### config.mk
export PLATFORM = sky130hd
export DESIGN_NAME = hash_core
export DESIGN_NICKNAME = d
export VERILOG_FILES = /design/src/rtl/hash_pkg.sv /design/src/rtl/hash_krom.sv /design/src/rtl/hash_round.sv /design/src/rtl/hash_ctrl.sv /design/src/rtl/hash_datapath.sv /design/src/rtl/hash_core.sv
export SDC_FILE = /design/constraint.sdc
export NUM_CORES = 1
export LEC_CHECK = 0
export BUFFER_PORTS_ARGS = -buffer_cell sky130_fd_sc_hd__clkbuf_2
export CORE_ASPECT_RATIO = 0.9
export CORE_UTILIZATION = 38
export DETAILED_ROUTE_END_ITERATION = 12
export PLACE_DENSITY = 0.57
export SLEW_MARGIN = 0
export SYNTH_ARGS = -nofsm -noshare
export SYNTH_HDL_FRONTEND = slang
export SYNTH_HIERARCHICAL = 1
export SYNTH_SLANG_ARGS = --single-unit
### constraint.sdc
create_clock -name clk -period 9.79 [get_ports clk]
set_input_delay 2.937 -clock clk [delete_from_list [all_inputs] [get_ports clk]]
set_output_delay 2.937 -clock clk [all_outputs]
set_load 0.02 [all_outputs]
### src/rtl/hash_pkg.sv
package hash_pkg;

  typedef enum logic [2:0] {
    ST_IDLE,
    ST_SEED,
    ST_WAIT,
    ST_COPY,
    ST_ROUND,
    ST_FOLD,
    ST_DONE
  } hstate_e;

  typedef struct packed {
    logic seed;     // load chaining words from IV
    logic take;     // capture message block
    logic copy;     // chaining words into working words
    logic rnd;      // one compression round
    logic fold;     // add working words into chaining words
  } hctl_t;

endpackage

### src/rtl/hash_krom.sv
module hash_krom #(
  parameter int W     = 8,
  parameter int K_CNT = 16,
  parameter int IDX_W = 6,
  parameter logic [K_CNT*W-1:0] KTAB = '0
) (
  input  logic [IDX_W-1:0] idx,
  output logic [W-1:0]     kval
);

  logic [W-1:0] rom [K_CNT];

  for (genvar g = 0; g < K_CNT; g++) begin : g_rom
    assign rom[g] = KTAB[g*W +: W];
  end

  assign kval = rom[int'(idx) % K_CNT];

endmodule

### src/rtl/hash_round.sv
module hash_round #(
  parameter int W    = 8,
  parameter int ROTL = 3,
  localparam int RW  = $clog2(W)
) (
  input  logic [W-1:0]  a_i,
  input  logic [W-1:0]  b_i,
  input  logic [W-1:0]  c_i,
  input  logic [W-1:0]  d_i,
  input  logic [W-1:0]  rbyte,
  input  logic [W-1:0]  kbyte,
  input  logic [RW-1:0] ramt,
  output logic [W-1:0]  a_o,
  output logic [W-1:0]  b_o,
  output logic [W-1:0]  c_o,
  output logic [W-1:0]  d_o
);

  logic [W-1:0]   f_v;
  logic [W-1:0]   dodd;
  logic [W-1:0]   e_v;
  logic [W-1:0]   cmul;
  logic [2*W-1:0] a_dbl;

  always_comb begin
    f_v   = rbyte * W'(17);
    dodd  = (d_i << 1) | W'(1);
    e_v   = dodd * f_v;
    cmul  = (c_i << 2) + W'(2);
    d_o   = cmul * c_i;
    c_o   = (b_i << ROTL) | (b_i >> (W - ROTL));
    a_dbl = {a_i, a_i};
    b_o   = a_dbl[int'(ramt) +: W];
    a_o   = e_v ^ kbyte;
  end

endmodule

### src/rtl/hash_ctrl.sv
module hash_ctrl
  import hash_pkg::*;
#(
  parameter int ROUNDS = 64,
  localparam int CNT_W = $clog2(ROUNDS)
) (
  input  logic             clk,
  input  logic             rst,
  input  logic             start,
  input  logic             src_ready,
  input  logic             last_block,
  output hctl_t            ctl,
  output logic [CNT_W-1:0] rnd_idx,
  output logic             done
);

  localparam logic [CNT_W-1:0] LAST_RND = CNT_W'(ROUNDS - 1);

  hstate_e          state;
  logic [CNT_W-1:0] cnt;
  logic             last_q;

  always_ff @(posedge clk) begin
    if (rst) begin
      state  <= ST_IDLE;
      cnt    <= '0;
      last_q <= 1'b0;
      done   <= 1'b0;
    end else begin
      case (state)
        ST_IDLE: if (start) state <= ST_SEED;
        ST_SEED: state <= ST_WAIT;
        ST_WAIT: if (src_ready) begin
          last_q <= last_block;
          state  <= ST_COPY;
        end
        ST_COPY: begin
          cnt   <= '0;
          state <= ST_ROUND;
        end
        ST_ROUND: begin
          cnt <= cnt + CNT_W'(1);
          if (cnt == LAST_RND) state <= ST_FOLD;
        end
        ST_FOLD: begin
          if (last_q) begin
            state <= ST_DONE;
            done  <= 1'b1;
          end else begin
            state <= ST_WAIT;
          end
        end
        ST_DONE: if (start) begin
          state <= ST_SEED;
          done  <= 1'b0;
        end
        default: state <= ST_IDLE;
      endcase
    end
  end

  always_comb begin
    ctl.seed = (state == ST_SEED);
    ctl.take = (state == ST_WAIT) && src_ready;
    ctl.copy = (state == ST_COPY);
    ctl.rnd  = (state == ST_ROUND);
    ctl.fold = (state == ST_FOLD);
  end

  assign rnd_idx = cnt;


  round_step_chk: assert property (@(posedge clk) disable iff (rst)
    (state == ST_ROUND && cnt != LAST_RND) |=>
      (state == ST_ROUND && cnt == $past(cnt) + CNT_W'(1)));


  fold_after_rounds_chk: assert property (@(posedge clk) disable iff (rst)
    (state == ST_ROUND && cnt == LAST_RND) |=> (state == ST_FOLD));


  done_hold_chk: assert property (@(posedge clk) disable iff (rst)
    (done && !start) |=> done);


  wait_hold_chk: assert property (@(posedge clk) disable iff (rst)
    (state == ST_WAIT && !src_ready) |=> (state == ST_WAIT && !done));


  start_busy_chk: assert property (@(posedge clk) disable iff (rst)
    (start && (state == ST_ROUND || state == ST_COPY)) |=> (state != ST_SEED));

endmodule

### src/rtl/hash_datapath.sv
module hash_datapath
  import hash_pkg::*;
#(
  parameter int W      = 8,
  parameter int LANES  = 4,
  parameter int ROUNDS = 64,
  parameter int K_CNT  = 16,
  parameter logic [LANES*W-1:0] IV   = '0,
  parameter logic [K_CNT*W-1:0] KTAB = '0,
  localparam int CNT_W = $clog2(ROUNDS),
  localparam int RW    = $clog2(W),
  localparam int BW    = LANES * W
) (
  input  logic             clk,
  input  logic             rst,
  input  hctl_t            ctl,
  input  logic [CNT_W-1:0] rnd_idx,
  input  logic [BW-1:0]    msg_blk,
  output logic [BW-1:0]    digest
);

  logic [BW-1:0]             r_q;
  logic [LANES-1:0][W-1:0]   h_q;
  logic [LANES-1:0][W-1:0]   w_q;
  logic [LANES-1:0][W-1:0]   w_nx;
  logic [W-1:0]              rbyte;
  logic [W-1:0]              kbyte;
  logic [RW-1:0]             ramt;

  assign rbyte = r_q[(int'(rnd_idx) % LANES) * W +: W];
  assign ramt  = RW'(int'(rnd_idx) % W);

  hash_krom #(
    .W(W), .K_CNT(K_CNT), .IDX_W(CNT_W), .KTAB(KTAB)
  ) u_krom (
    .idx  (rnd_idx),
    .kval (kbyte)
  );

  hash_round #(.W(W), .ROTL(3)) u_round (
    .a_i   (w_q[0]),
    .b_i   (w_q[1]),
    .c_i   (w_q[2]),
    .d_i   (w_q[3]),
    .rbyte (rbyte),
    .kbyte (kbyte),
    .ramt  (ramt),
    .a_o   (w_nx[0]),
    .b_o   (w_nx[1]),
    .c_o   (w_nx[2]),
    .d_o   (w_nx[3])
  );

  always_ff @(posedge clk) begin
    if (rst) r_q <= '0;
    else if (ctl.take) r_q <= msg_blk;
  end

  for (genvar j = 0; j < LANES; j++) begin : g_lane
    always_ff @(posedge clk) begin
      if (rst) begin
        h_q[j] <= '0;
        w_q[j] <= '0;
      end else begin
        if (ctl.seed)      h_q[j] <= IV[(LANES-1-j)*W +: W];
        else if (ctl.fold) h_q[j] <= h_q[j] + w_q[j];
        if (ctl.copy)      w_q[j] <= h_q[j];
        else if (ctl.rnd)  w_q[j] <= w_nx[j];
      end
    end
    assign digest[(LANES-1-j)*W +: W] = h_q[j];
  end


  blk_hold_chk: assert property (@(posedge clk) disable iff (rst)
    !ctl.take |=> $stable(r_q));


  chain_hold_chk: assert property (@(posedge clk) disable iff (rst)
    !(ctl.seed || ctl.fold) |=> $stable(h_q));


  chain_seed_chk: assert property (@(posedge clk) disable iff (rst)
    ctl.seed |=> (digest == IV));

endmodule

### src/rtl/hash_core.sv
module hash_core
  import hash_pkg::*;
#(
  parameter int W      = 8,
  parameter int LANES  = 4,
  parameter int ROUNDS = 64,
  parameter int K_CNT  = 16,
  parameter logic [LANES*W-1:0] IV   = 32'h6A3C_D19E,
  parameter logic [K_CNT*W-1:0] KTAB = 128'hB7E1_5163_9E37_79B9_243F_6A88_85A3_08D3,
  localparam int CNT_W = $clog2(ROUNDS),
  localparam int BW    = LANES * W
) (
  input  logic          clk,
  input  logic          rst,
  input  logic          start,
  input  logic          src_ready,
  input  logic          last_block,
  input  logic [BW-1:0] msg_blk,
  output logic [BW-1:0] digest,
  output logic          done
);

  hctl_t            ctl;
  logic [CNT_W-1:0] rnd_idx;

  hash_ctrl #(.ROUNDS(ROUNDS)) u_ctrl (
    .clk        (clk),
    .rst        (rst),
    .start      (start),
    .src_ready  (src_ready),
    .last_block (last_block),
    .ctl        (ctl),
    .rnd_idx    (rnd_idx),
    .done       (done)
  );

  hash_datapath #(
    .W(W), .LANES(LANES), .ROUNDS(ROUNDS), .K_CNT(K_CNT),
    .IV(IV), .KTAB(KTAB)
  ) u_dp (
    .clk     (clk),
    .rst     (rst),
    .ctl     (ctl),
    .rnd_idx (rnd_idx),
    .msg_blk (msg_blk),
    .digest  (digest)
  );

endmodule

Word-level counts from Yosys, hierarchy flattened
Memory sizes are Yosys's and may differ from the RTL's.
Cells that the tools add are included.
Storage, ports and cells
  register bits after elaboration: 107
  bits in latches: 0
  RAM bits: 0
  memory bits (read-only): 128
  input port bits: 37
  output and inout port bits: 33
  memories kept: 1
Operators by class
  add/subtract/negate cells: 6
  multiply operators: 3
  divide/modulo/power cells: 0
  magnitude comparators: 1
  equal/unequal tests: 12
  shifts and indexed selects: 2
  multiplexer cells: 27
  bitwise logic cells: 3
  reduce and logical (&&, ||, !) cells: 10
Memories
  (no name shown): depth 16, bits a word 8, read ports 1, clocked after memory_dff 0, write ports 0, RTL line hash_krom.sv:17  | assign kval = rom[int'(idx) % K_CNT];
Operator list (count)
  $mux W8: 14
  $add A8 B8 Y8: 4
  $ge A32 B5 Y1 const B: 1
  $not A4 Y32: 1
  $shiftx A32 B6 Y8: 1
  $pmux W3 S6: 1
  $mul A8 B8 Y8: 2
  $shiftx A16 B4 Y8: 1
  $mux W7: 2
  $mux W3: 4
  $mux W6: 2
  $pmux W6 S2: 1
  $eq A3 B3 Y1 const B: 3
  $add A8 B2 Y8 const B: 1
  $mul A8 B5 Y8 const B: 1
  $or A8 B3 Y8: 1
  $xor A8 B8 Y8: 1
  $add A6 B1 Y6 const B: 1
  $eq A3 B2 Y1 const B: 2
  $eq A6 B6 Y1 const B: 1
  $ne A2 B1 Y1 const B: 3
  $reduce_and A3 Y1: 2
  $reduce_bool A2 Y1: 3
  $ne A2 B2 Y1 const B: 2
  7 further kinds: 9

Logic depth before layout (Yosys ltp)
  depth in word-level cells: 7
  depth in mapped cells: 19
  mapped depth without buffers: 18

Hierarchy
Netlist, hierarchy kept.
By module, submodules not included
  hash_datapath: times used 1, cells an instance 559, area each 5046.1 um2, sequential area each 1921.8 um2
  hash_round: times used 1, cells an instance 195, area each 1855.5 um2, sequential area each 0.0 um2
  hash_ctrl: times used 1, cells an instance 69, area each 568.0 um2, sequential area each 220.2 um2
  hash_krom: times used 1, cells an instance 37, area each 287.8 um2, sequential area each 0.0 um2

Worst setup path before layout
Ideal clock, no wire load.
  path kind: register to register
  from: register u_ctrl.cnt[0] (netlist: u_ctrl/rnd_idx[0])
  to: register u_dp/w_q[7] (netlist name)
  setup time: 0.128 ns
  arrival time: 5.074 ns
  data required time: 9.662 ns
  path slack: 4.589 ns
  stages on the path, launching flop included: 19
  path buffers: 1
  cell sequence: dfxtp_1 > buf_2 > mux4_2 > ha_1 > ha_1 > fa_1 > ha_1 > ha_1 > inv_1 > fa_1 > fa_1 > inv_1 > ha_1 > a21oi_1 > xor3_1 > mux2i_1 > nor2_1 > a21oi_1 > nor2_1
RTL lines
  from (decl): RTL line hash_ctrl.sv:20  | logic [CNT_W-1:0] cnt;
  from (signal assigned): RTL line hash_ctrl.sv:42  | cnt <= cnt + CNT_W'(1);
  to (signal, indexed assignment): RTL line hash_datapath.sv:67  | if (ctl.copy) w_q[j] <= h_q[j];
  to (signal, indexed assignment): RTL line hash_datapath.sv:68  | else if (ctl.rnd) w_q[j] <= w_nx[j];
  to (decl): RTL line hash_datapath.sv:24  | logic [LANES-1:0][W-1:0] w_q;

==> results.ini <==
[logic_synthesis]
synth_edf_count = 0
synth_nets = 988
yosysSeqAreaShare_pct = 27.6
ys_warn_count = 6
synth_flop_cell = dfxtp_1
synth_area_leaders = dfxtp_1 (28%), ha_1 (11%), mux2i_1 (9.7%), nor2_1 (6.0%), fa_1 (5.9%)
synth_cell_type_count = 65
synthArstFlopShare_pct = 0
syn_avg_cell_area_um2 = 9.02
yosys.area.top_type = dfxtp_1
synth_top_area_share_pct = 27.6
syn_area_mm2 = 0.00776
synthCells = 860
ys_ff_latch = 107

[placement]
portBuffers = 69
place_hpwl_mm = 12.8
gp_congestion = 0.820

[run_status]
outcome = finished, violations left
violations = design-rule violations

[power]
p_leak_nw = 3.65
peakVddDrop_v = 0.0000811
p_per_area_mw_per_mm2 = 116

[setup_path]
reg2reg_to = u_dp/w_q[7]
reg2reg_depth = 18
crit_type = reg2reg
cp_data_arrival_time_ns = 5.51
required_ns = 10.02
rr_startpoint = u_ctrl/rnd_idx[0]
startpoint_type = register
path_max_fanout = 29
rrSetupSlack_ns = 4.50
end_kind = register

[drt]
wire_per_inst_um = 15.6
drc = 2
dr.pass1.iters = 9
via_per_inst = 5.20
via_count = 5987
final_antenna_net_count = 0
drt_iter0_markers = 353
wl_mm = 18.0

[final_layout]
final_common_cell = nor2_1
num-fill-cells = 2037
drive_above_1_share_pct = 14.6
area_delta_synth_final_pct = 9.31
nNetsFinal = 1019
n_antenna_cell = 0
layout_common_cells = nor2_1 (122), dfxtp_1 (107), mux2i_1 (75)

[timing]
fmax_mhz = 189
tightest_slew_ns = 1.04
whs_ns = 0.495
final.period_utilization_pct = 54.0
relSlewSlack_pct = 30.3
fin_skew_ns = 0.0113
rsz0062_at_grt = no
finalCriticalPeriod_ns = 5.29
setup_viol = 0
hold_viol = 0
fin_setup_tns_ns = 0
final_max_slew_viol_count = 0

[run]
maxCapViolCount = 0

[clocking]
htreeDepth = 3
clk_path_buf_depth = 2
clock_sinks = 107
cts_tree = built
cts_resized = 0
cts_made_buffers = 9
clk_pin_slew_worst_paths_ns = 0.08
worst_skew_pair.late_latency_ns = 0.36
post_cts_buffers = 0
cts_hold_buf = 0
clock-root-buffer = clkbuf_16

[hold_path]
whs_path_depth = 2
hold_start = u_dp/r_q[25]
hp-class = reg2reg
holdPathEnd = u_dp/r_q[25]

[global_route]
grt_pass1_vias = 5729
grt_max_degree = 68
track_usage_pct = 17.8
grt_first_pass_wirelength_mm = 29.5
antenna_found_initial = 0
overflow = 0

[die]
ios = 70
rows = 49
dieArea_mm2 = 0.0210
die_h_um = 138
die_w_um = 153
design.core.area_mm2 = 0.0200
initial_core_util_pct = 38.8

## worst max-delay path, cell delays in order, from the launching register on
cell	delay (ns)
dfxtp_1	0.31
buf_4	0.37
mux4_2	0.66
ha_1	0.33
ha_1	0.20
fa_1	0.56
ha_1	0.23
ha_1	0.28
inv_1	0.05
fa_1	0.45
fa_1	0.49
inv_1	0.04
ha_1	0.29
a21oi_1	0.19
xor3_1	0.32
mux2i_1	0.14
nor2_1	0.05
a21oi_1	0.13
nor2_1	0.05
## synthesized netlist by cell type, types with 17 or more instances
| cell | n |
|---|---|
| inv_1 | 58 |
| nor3_1 | 19 |
| nand2_1 | 32 |
| ha_1 | 68 |
| a211oi_1 | 19 |
| nor2_1 | 124 |
| xnor2_1 | 23 |
| mux2i_1 | 75 |
| a21oi_1 | 70 |
| dfxtp_1 | 107 |
| o21ai_0 | 17 |
| and2_1 | 18 |
| fa_1 | 23 |
## flip-flops by register name, summed over array words and instances, names as in the netlist
register	cells
u_dp/r_q	32
u_ctrl/done	1
u_ctrl/last_q	1
u_ctrl/state	3
u_dp/digest	32
u_dp/w_q	32
u_ctrl/rnd_idx	6
## logic make-up after synthesis
family,Yosys count,share of synthesized area (%)
and+or+nand+nor,242,14.5
AOI/OAI and AO/OA,161,12.6
buffers and inverters,116,7.11
DFF,107,27.6
muxes,102,15.9
adders and majority gates,91,16.9
xor gates and xnor gates,40,5.24
other,1,0.0483
## metal layers
metal  wire length, um  GRT usage, %  up-vias
met1              8930          23.8     2816
met3               616          2.86       15
met2              8140          29.6      105
met4               278          5.16        0
li1                  -             -     3051
met5                 0             0        -
## how the worst max path moves through the flow
| stage | start | to | slack [ns] | depth (start not counted) |
|---|---|---|---|---|
| after floorplan | u_ctrl/rnd_idx[0] | u_dp/w_q[7] | 4.59 | 18 |
| after global placement | u_ctrl/rnd_idx[0] | u_dp/w_q[7] | 4.49 | 18 |
| after detailed placement | u_ctrl/rnd_idx[0] | u_dp/w_q[7] | 4.47 | 18 |
| after CTS | u_ctrl/rnd_idx[0] | u_dp/w_q[7] | 4.46 | 18 |
| after global routing | u_ctrl/rnd_idx[0] | u_dp/w_q[7] | 4.21 | 18 |
| final | u_ctrl/rnd_idx[0] | u_dp/w_q[7] | 4.50 | 18 |
## where the power goes
group          switching [mW]  leakage (nW)  internal [mW]  total [mW]
clock                   0.191         0.155          0.206       0.398
sequential             0.0164         0.866          0.449       0.465
combinational          0.0703          2.63         0.0481       0.118
total                   0.278          3.65          0.704       0.982
## through the flow
step	setup WS, ns	std cells	util, %	total power [mW]	cell area [um^2]
after floorplan	4.59	860	-	0.557	7760
after global placement	4.49	1135	40.9	0.594	8170
after detailed placement	4.47	1135	40.9	0.594	8170
after CTS	4.46	1151	42.4	0.995	8480
after global routing	4.21	1151	42.4	1.02	8480
final	4.50	1151	42.4	0.982	8480
## final cells by class
cell class / instances / area (um^2) / area share [%]
clock buffers: 9 / 225 / 2.66
clock inverters: 7 / 87.6 / 1.03
inverters: 60 / 225 / 2.66
multi-input cells: 637 / 5080 / 59.9
flip-flops and latches: 107 / 2140 / 25.3
well taps: 255 / 319 / 3.76
repair buffers: 76 / 400 / 4.72
Note: power is estimated with default switching activity, not from simulation.
